File: config.mk
export PLATFORM = sky130hd
export DESIGN_NAME = irq_bank_ctrl
export DESIGN_NICKNAME = d
export VERILOG_FILES = /design/src/rtl/intc_pkg.sv /design/src/rtl/intc_sync.sv /design/src/rtl/intc_bank.sv /design/src/rtl/intc_prio.sv /design/src/rtl/irq_bank_ctrl.sv
export SDC_FILE = /design/constraint.sdc
export NUM_CORES = 1
export LEC_CHECK = 0
export BUFFER_PORTS_ARGS = -buffer_cell sky130_fd_sc_hd__buf_2
export CORE_MARGIN = 1.5
export CORE_UTILIZATION = 63
export CTS_CLUSTER_DIAMETER = 120
export CTS_CLUSTER_SIZE = 20
export DETAILED_ROUTE_END_ITERATION = 6
export PLACE_DENSITY = 0.85
export SYNTH_ARGS = -nofsm -noshare
export SYNTH_HDL_FRONTEND = slang
export SYNTH_HIERARCHICAL = 1
export SYNTH_SLANG_ARGS = --single-unit
File: constraint.sdc
create_clock -name clk -period 3.7 [get_ports clk]
set_clock_uncertainty 0.05 [all_clocks]
set_input_delay 0 -clock clk [delete_from_list [all_inputs] [get_ports clk]]
set_output_delay 0 -clock clk [all_outputs]
set_load 0.02 [all_outputs]
File: src/rtl/intc_pkg.sv
package intc_pkg;

    localparam int BANK_W    = 32;
    localparam int N_BANKS   = 2;
    localparam int SRC_W     = BANK_W * N_BANKS;
    localparam int IDX_W     = $clog2(SRC_W);
    localparam int BIT_W     = $clog2(BANK_W);
    localparam int BSEL_W    = (N_BANKS > 1) ? $clog2(N_BANKS) : 1;
    localparam int ADDR_W    = 6;
    localparam int DATA_W    = 32;
    localparam int BANK_SPAN = 16;

    typedef enum logic [1:0] {
        RG_EVT = 2'd0,
        RG_EN  = 2'd1,
        RG_ACK = 2'd2,
        RG_LVL = 2'd3
    } reg_sel_e;

    typedef struct packed {
        logic              hit;
        logic [BSEL_W-1:0] bank;
        reg_sel_e          sel;
    } reg_dec_t;

    typedef struct packed {
        logic             irq;
        logic             vld;
        logic [IDX_W-1:0] idx;
    } irq_out_t;

    // Base byte offset of each bank: lower sources sit higher in the window
    function automatic logic [ADDR_W-1:0] bank_base(input int b);
        return ADDR_W'(BANK_SPAN * (N_BANKS - b));
    endfunction

    // Hard-wired level-type sources per bank
    function automatic logic [BANK_W-1:0] level_mask(input int b);
        return (b == 0) ? BANK_W'(32'h3ff0_0000) : '0;
    endfunction

    function automatic reg_dec_t decode(input logic [ADDR_W-1:0] addr);
        reg_dec_t d;
        d.hit  = 1'b0;
        d.bank = '0;
        d.sel  = reg_sel_e'(addr[3:2]);
        for (int b = 0; b < N_BANKS; b++) begin
            if ((addr & ~ADDR_W'(BANK_SPAN - 1)) == bank_base(b)) begin
                d.hit  = 1'b1;
                d.bank = BSEL_W'(b);
            end
        end
        return d;
    endfunction

    // Highest set bit of a bank vector
    function automatic logic [BIT_W-1:0] top_bit(input logic [BANK_W-1:0] v);
        logic [BIT_W-1:0] r;
        r = '0;
        for (int i = 0; i < BANK_W; i++) begin
            if (v[i]) r = BIT_W'(i);
        end
        return r;
    endfunction

endpackage

File: src/rtl/intc_sync.sv
module intc_sync #(
    parameter int W = 32
) (
    input  logic         clk,
    input  logic         rst,
    input  logic [W-1:0] line_i,
    output logic [W-1:0] live_o,
    output logic [W-1:0] rise_o
);

    logic [W-1:0] meta_q;
    logic [W-1:0] live_q;
    logic [W-1:0] prev_q;

    always_ff @(posedge clk) begin
        if (rst) begin
            meta_q <= '0;
            live_q <= '0;
            prev_q <= '0;
        end else begin
            meta_q <= line_i;
            live_q <= meta_q;
            prev_q <= live_q;
        end
    end

    assign live_o = live_q;
    assign rise_o = live_q & ~prev_q;

endmodule

File: src/rtl/intc_bank.sv
module intc_bank
    import intc_pkg::*;
#(
    parameter int          W        = BANK_W,
    parameter logic [W-1:0] LVL_MASK = '0
) (
    input  logic         clk,
    input  logic         rst,
    input  logic [W-1:0] live_i,
    input  logic [W-1:0] rise_i,
    input  logic         en_wr_i,
    input  logic         ack_wr_i,
    input  logic [W-1:0] wdata_i,
    output logic [W-1:0] evt_o,
    output logic [W-1:0] en_o,
    output logic [W-1:0] pend_o
);

    logic [W-1:0] evt_q;
    logic [W-1:0] en_q;
    logic [W-1:0] clr_mask;
    logic [W-1:0] set_mask;

    assign clr_mask = ack_wr_i ? wdata_i : '0;
    assign set_mask = rise_i & ~LVL_MASK;

    always_ff @(posedge clk) begin
        if (rst) begin
            evt_q <= '0;
            en_q  <= '0;
        end else begin
            evt_q <= (evt_q & ~clr_mask) | set_mask;
            if (en_wr_i) en_q <= wdata_i;
        end
    end

    assign evt_o  = evt_q;
    assign en_o   = en_q;
    assign pend_o = (evt_q | (live_i & LVL_MASK)) & en_q;


    edge_latch_chk: assert property (@(posedge clk) disable iff (rst)
        (rise_i & ~LVL_MASK) != '0 |=> (evt_q & $past(rise_i & ~LVL_MASK)) == $past(rise_i & ~LVL_MASK));


    ack_clear_chk: assert property (@(posedge clk) disable iff (rst)
        ack_wr_i |=> (evt_q & $past(wdata_i & ~rise_i)) == '0);


    en_readback_chk: assert property (@(posedge clk) disable iff (rst)
        en_wr_i |=> en_q == $past(wdata_i));


    no_spurious_evt_chk: assert property (@(posedge clk) disable iff (rst)
        1'b1 |=> (evt_q & ~$past(evt_q) & ~$past(rise_i)) == '0);


    level_no_evt_chk: assert property (@(posedge clk) disable iff (rst)
        1'b1 |=> (evt_q & LVL_MASK) == '0);

endmodule

File: src/rtl/intc_prio.sv
module intc_prio
    import intc_pkg::*;
#(
    parameter int W  = BANK_W,
    parameter int NB = N_BANKS
) (
    input  logic            clk,
    input  logic            rst,
    input  logic [NB*W-1:0] pend_i,
    output irq_out_t        out_o
);

    localparam int BW = $clog2(W);
    localparam int IW = $clog2(NB * W);

    logic [NB-1:0]  any_b;
    logic [BW-1:0]  top_b [NB];
    irq_out_t       nxt;

    for (genvar b = 0; b < NB; b++) begin : g_bank
        logic [W-1:0] slice;
        assign slice    = pend_i[b*W +: W];
        assign any_b[b] = |slice;
        assign top_b[b] = top_bit(slice);
    end

    // Upper bank first: scanning upward lets the highest busy bank win
    always_comb begin
        nxt = '0;
        for (int b = 0; b < NB; b++) begin
            if (any_b[b]) begin
                nxt.irq = 1'b1;
                nxt.vld = 1'b1;
                nxt.idx = IW'(b * W) + IW'(top_b[b]);
            end
        end
    end

    always_ff @(posedge clk) begin
        if (rst) out_o <= '0;
        else     out_o <= nxt;
    end

endmodule

File: src/rtl/irq_bank_ctrl.sv
module irq_bank_ctrl
    import intc_pkg::*;
(
    input  logic              clk,
    input  logic              rst,
    input  logic [SRC_W-1:0]  src_i,
    input  logic [ADDR_W-1:0] reg_addr,
    input  logic              reg_wr,
    input  logic [DATA_W-1:0] reg_wdata,
    output logic [DATA_W-1:0] reg_rdata,
    output logic              irq_o,
    output logic              irq_vld_o,
    output logic [IDX_W-1:0]  irq_idx_o
);

    reg_dec_t          dec;
    logic [SRC_W-1:0]  live_all;
    logic [SRC_W-1:0]  rise_all;
    logic [SRC_W-1:0]  evt_all;
    logic [SRC_W-1:0]  en_all;
    logic [SRC_W-1:0]  pend_all;
    irq_out_t          prio_q;

    assign dec = decode(reg_addr);

    intc_sync #(.W(SRC_W)) u_sync (
        .clk    (clk),
        .rst    (rst),
        .line_i (src_i),
        .live_o (live_all),
        .rise_o (rise_all)
    );

    for (genvar b = 0; b < N_BANKS; b++) begin : g_bank
        logic sel_b;
        assign sel_b = reg_wr && dec.hit && (dec.bank == BSEL_W'(b));

        intc_bank #(
            .W        (BANK_W),
            .LVL_MASK (level_mask(b))
        ) u_bank (
            .clk      (clk),
            .rst      (rst),
            .live_i   (live_all[b*BANK_W +: BANK_W]),
            .rise_i   (rise_all[b*BANK_W +: BANK_W]),
            .en_wr_i  (sel_b && dec.sel == RG_EN),
            .ack_wr_i (sel_b && dec.sel == RG_ACK),
            .wdata_i  (reg_wdata[BANK_W-1:0]),
            .evt_o    (evt_all[b*BANK_W +: BANK_W]),
            .en_o     (en_all[b*BANK_W +: BANK_W]),
            .pend_o   (pend_all[b*BANK_W +: BANK_W])
        );
    end

    always_comb begin
        reg_rdata = '0;
        for (int b = 0; b < N_BANKS; b++) begin
            if (dec.hit && dec.bank == BSEL_W'(b)) begin
                unique case (dec.sel)
                    RG_EVT:  reg_rdata = DATA_W'(evt_all[b*BANK_W +: BANK_W]);
                    RG_EN:   reg_rdata = DATA_W'(en_all[b*BANK_W +: BANK_W]);
                    RG_ACK:  reg_rdata = '0;
                    RG_LVL:  reg_rdata = DATA_W'(live_all[b*BANK_W +: BANK_W]);
                    default: reg_rdata = '0;
                endcase
            end
        end
    end

    intc_prio #(.W(BANK_W), .NB(N_BANKS)) u_prio (
        .clk    (clk),
        .rst    (rst),
        .pend_i (pend_all),
        .out_o  (prio_q)
    );

    assign irq_o     = prio_q.irq;
    assign irq_vld_o = prio_q.vld;
    assign irq_idx_o = prio_q.idx;


    irq_follows_pend_chk: assert property (@(posedge clk) disable iff (rst)
        1'b1 |=> irq_o == $past(|pend_all));


    idx_is_pending_chk: assert property (@(posedge clk) disable iff (rst)
        1'b1 |=> !irq_vld_o || (($past(pend_all) >> irq_idx_o) & SRC_W'(1)) != '0);


    idx_is_highest_chk: assert property (@(posedge clk) disable iff (rst)
        1'b1 |=> !irq_vld_o || ($past(pend_all) >> irq_idx_o) == SRC_W'(1));


    vld_matches_irq_chk: assert property (@(posedge clk) disable iff (rst)
        irq_vld_o == irq_o);


    reset_clears_chk: assert property (@(posedge clk)
        rst |=> !irq_o && !irq_vld_o && en_all == '0 && evt_all == '0);

endmodule

### Word level (Yosys, flattened, before mapping)

Index checks and enable logic that the tools add are counted.

| storage, ports and cells | value |
|---|---|
| bits in registers | 328 |
| latch bits | 0 |
| RAM bits | 0 |
| bits in read-only memories | 0 |
| input port bits | 105 |
| output and inout bits | 40 |
| word-level logic and storage cells | 112 |
| memories | 0 |

| cells by class | value |
|---|---|
| add/subtract/negate cells | 1 |
| $mul | 0 |
| divide/modulo/power cells | 0 |
| order comparisons | 0 |
| equal/unequal tests | 5 |
| shift operators | 0 |
| multiplexer cells | 72 |
| bitwise gates (word level) | 12 |
| reductions and logical operators | 12 |

Operators with widths:

| cell | number |
|---|---|
| $pmux W32 S4 | 2 |
| $mux W5 | 32 |
| $and A32 B32 Y32 | 4 |
| $mux W32 | 4 |
| $and A64 B64 Y64 | 1 |
| $mux W4 | 16 |
| $not A32 Y32 | 2 |
| $not A64 Y64 | 1 |
| $or A32 B32 Y32 | 2 |
| $reduce_or A32 Y1 | 2 |
| $or A32 B30 Y32 | 1 |
| $mux W3 | 8 |
| $mux W8 | 2 |
| $mux W2 | 6 |
| $logic_and A1 B1 Y1 | 9 |
| $add A6 B5 Y6 const A | 1 |
| $eq A2 B2 Y1 const B | 3 |
| $eq A2 B1 Y1 const B | 2 |
| $logic_not A2 Y1 | 1 |
| $mux W1 | 2 |
| $not A1 Y1 | 1 |

### Longest topological paths before layout

| depth | value |
|---|---|
| depth after elaboration | 35 |
| mapped depth | 9 |

### Modules after synthesis

The synthesis kept the hierarchy.

By module, submodules not included:

| module | times used | cells each | area each (µm²) |
|---|---|---|---|
| intc_sync | 1 | 469 | 5549.1 |
| intc_bank (g_bank[1].u_bank) | 1 | 270 | 2783.9 |
| intc_bank (g_bank[0].u_bank) | 1 | 260 | 2733.9 |
| irq_bank_ctrl | 1 | 235 | 1908.1 |
| intc_prio | 1 | 145 | 987.2 |

### Worst setup path after synthesis

OpenSTA, ideal clock, no wires.

| timing path | value |
|---|---|
| path kind | flip-flop to flip-flop |
| from | reg g_bank[1].u_bank.evt_q[11] |
| to | reg u_prio/out_o[0] (netlist bit) |
| arrival time | 1500 ps |
| data required time | 3521 ps |
| slack | 2021 ps |
| cell stages (with the launch flop) | 7 |
| buffers on the path | 0 |
| clock period less this slack | 1679 ps |
| cells stage by stage | dfxtp_1 and2_1 or4_1 o21ai_0 a31oi_1 o221ai_1 o41ai_2 |

| on the way | value |
|---|---|
| longest elaborated chain between the ends | 24 |
| elaborated cells between the ends (all ways) | 25 |
| classes of those cells | add/sub: 1; mux: 22; bitwise: 1; reduce/logical: 1 |

Ends and longest elaborated chain:

| item | line | text |
|---|---|---|
| start: declaration | intc_bank.sv:19 | `logic [W-1:0] evt_q;` |
| start signal: assignment | intc_bank.sv:32 | `evt_q <= (evt_q & ~clr_mask) \| set_mask;` |
| $and A32 B32 Y32 * | intc_bank.sv:39 | `assign pend_o = (evt_q \| (live_i & LVL_MASK)) & en_q;` |
| via pend_all[43] | irq_bank_ctrl.sv:21 | `logic [SRC_W-1:0] pend_all;` |
| $mux W4 (5 in series) | intc_pkg.sv:61 | `if (v[i]) r = BIT_W'(i);` |
| $mux W5 (16 in series) | intc_pkg.sv:61 |  |
| $add A6 B5 Y6 | intc_prio.sv:34 | `nxt.idx = IW'(b * W) + IW'(top_b[b]);` |
| $mux W8 * | intc_prio.sv:31 | `if (any_b[b]) begin` |
| end signal: assignment | intc_prio.sv:41 | `else out_o <= nxt;` |
| end: declaration | intc_prio.sv:10 | `output irq_out_t out_o` |

The timed path passes the listed nets; every way through them passes the cells marked *.
A chain may end at the register's enable or synchronous reset.

### Worst setup path in the final report

| timing path | value |
|---|---|
| from | in reg_addr[3] |
| to | out reg_rdata[7] |

| on the way | value |
|---|---|
| longest elaborated chain between the ends | 4 |
| elaborated cells between the ends (all ways) | 8 |
| classes of those cells | eq/ne: 3; mux: 4; reduce/logical: 1 |

Ends and longest elaborated chain:

| item | line | text |
|---|---|---|
| start: declaration | irq_bank_ctrl.sv:7 | `input logic [ADDR_W-1:0] reg_addr,` |
| $eq A2 B2 Y1, or another cell as far along | irq_bank_ctrl.sv:59 | `unique case (dec.sel)` |
| $pmux W32 S4 | irq_bank_ctrl.sv:59 |  |
| $mux W32 | irq_bank_ctrl.sv:58 | `if (dec.hit && dec.bank == BSEL_W'(b)) begin` |
| $mux W32 * | irq_bank_ctrl.sv:58 |  |
| end: declaration | irq_bank_ctrl.sv:10 | `output logic [DATA_W-1:0] reg_rdata,` |

Mark *: on every way between the ends. The rest lies on a longest branch, timed or not.

==> impl_metrics.py <==
metrics = {
    "power_and_ir_drop": {
        "p_leak_nw": 6.135,
        "ir_drop_v": 0.0003276,
        "powerDensity_mw_per_mm2": 392.5,
    },
    "worst_hold_path": {
        "hold_path_end": "g_bank[1].u_bank/evt_o[13]",
        "min_from": "reg_wr",
        "hold_path.class": "primary input to flip-flop",
        "hold_depth": 4,
    },
    "clocking": {
        "cts.sinks": 317,
        "htreeDepth": 1,
        "clkTransAtPathRegs_ns": 0.09,
        "cts_root_buf": "clkbuf_16",
        "cts_tree": "built",
        "cts_buffers": 19,
        "cts_setup_buffers": 0,
        "insertion_delay_ns": 0.51,
        "cts_max_path_buffers": 3,
    },
    "cells_and_area": {
        "fin_nets": 1662,
        "syn_to_final_growth_pct": 15.93,
        "drive_gt1_frac": 0.1878,
        "final_common_cell": "dfxtp_1",
        "layout_common_cells": "dfxtp_1 (317), nor2b_1 (239), nor2_1 (141)",
        "n_fill_cell": 1463,
        "final_util": 0.7473,
    },
    "timing": {
        "finalCriticalPeriod_ns": 2.107,
        "tightest_slew_ns": 0.9091,
        "finalSetupViolCount": 0,
        "fmax_ghz": 0.4747,
        "hold_viol_final": 0,
        "slew_headroom": 0.3940,
        "fin_tns_setup_ns": 0,
        "fin_crit_sh": 0.5694,
        "rsz0062_at_grt": "no",
        "drv_slew": 0,
    },
    "yosys": {
        "synth_nets": 1456,
        "netlist_instances": 1349,
        "avgSynthCellArea_um2": 10.11,
        "syn-cell-area_mm2": 0.01364,
        "synth.yosys.warnings": 6,
    },
    "routing": {
        "drc": 0,
        "vias_per_cell": 5.613,
        "drtPass1Iterations": 5,
        "wl_mm": 31.86,
        "vias": 10283,
        "ant_nets": 0,
        "wl_per_cell_um": 17.39,
        "drtIter0Drc": 612,
    },
    "global_routing": {
        "grt_max_degree": 127,
        "grt_remaining_overflow": 0,
        "first_global_vias": 10066,
        "grt_antenna_before_repair": 2,
        "track_usage": 0.2806,
        "grt_pass1_wl_mm": 50.42,
    },
    "worst_setup_path": {
        "reg2reg_depth": 6,
        "crit_fanout": 48,
        "crit_type": "primary input to primary output",
        "worst_ep_required_time_ns": 3.65,
        "start_kind": "primary input",
        "r2r_end": "u_prio/out_o[0]",
        "timing.rr.start": "g_bank[1].u_bank/evt_o[17]",
        "ff2ff_setup_slack_ns": 1.61,
        "crit_arrival_ns": 2.06,
        "end_kind": "primary output",
    },
    "floorplan": {
        "start_util": 0.6446,
        "core_area_mm2": 0.02115,
        "rows": 53,
        "ioPinCount": 145,
        "die_area_mm2": 0.02254,
        "die_w_um": 150.1,
        "die_h_um": 150.1,
    },
    "job": {
        "maxCapViolCount": 0,
    },
    "placement": {
        "place_hpwl_mm": 20.19,
        "io_buffer_count": 142,
        "routabilityCongestion": 0.8820,
    },
    "outcome": {
        "status": "completed",
    },
}
[state kept, by name, summed over array words and instances (netlist names)]
register	flops
g_bank.u_bank/evt_o	64
u_sync/prev_q	54
u_sync/meta_q	64
u_prio/out_o	7
g_bank.u_bank/en_o	64
u_sync/live_o	64
[worst max path at each step]
stage | to | startpoint | slack, ns
2_1_floorplan | u_prio/out_o[0] | g_bank[1].u_bank/evt_o[11] | 2.02
3_3_place_gp | g_bank[1].u_bank/evt_o[25] | reg_addr[3] | 1.56
3_5_place_dp | g_bank[0].u_bank/evt_o[9] | reg_addr[3] | 1.50
4_1_cts | reg_rdata[7] | reg_addr[3] | 1.63
5_1_grt | u_prio/out_o[0] | g_bank[0].u_bank/en_o[1] | 1.48
6_report | reg_rdata[7] | reg_addr[3] | 1.59
[critical path, cell delays in order]
cell	delay, ns
buf_4	0.58
buf_4	0.52
mux2_4	0.33
a21oi_1	0.18
o221ai_1	0.19
buf_2	0.21
[stage by stage]
stage	hold WS (ns)	total power [mW]	std cells	cell area [µm²]	worst slack, ns
global placement	0.1564	4.169	1707	14290	1.559
CTS	0.1383	6.224	1830	15800	1.634
detailed placement	0.1632	4.191	1707	14290	1.498
global route	0.1770	6.432	1831	15810	1.476
finish	0.1532	6.205	1832	15810	1.593
floorplan	0.03511	4.035	1349	13640	2.021
[layout make-up]
cell class | instances | area [µm²] | area share
inverters | 79 | 296.5 | 0.01876
multi-input cells | 874 | 6384 | 0.4038
repair buffers | 264 | 1944 | 0.1230
clock inverters | 2 | 13.76 | 0.0008706
clock buffers | 19 | 475.5 | 0.03008
well taps | 275 | 344.1 | 0.02176
diodes | 2 | 5.005 | 0.0003166
flip-flops and latches | 317 | 6346 | 0.4014
[metal layers]
layer	GRT usage	share of wire	vias up
met5	0	0	-
met4	0.08529	0.025	0
met3	0.04121	0.060	49
met2	0.4933	0.49	320
met1	0.3549	0.42	4944
li1	-	-	4970
[where the power goes]
group          switching (mW)  internal, mW  total [mW]
registers              0.0635          3.53        3.60
logic                   0.316         0.293       0.610
clock network            1.07         0.925        2.00
[what timing repair did]
action                    4_1_cts  5_1_grt
hold buffers                  102        0
resized for setup               0        0
hold endpoints to repair      199        0
Note: power is estimated with default switching activity, not from simulation.
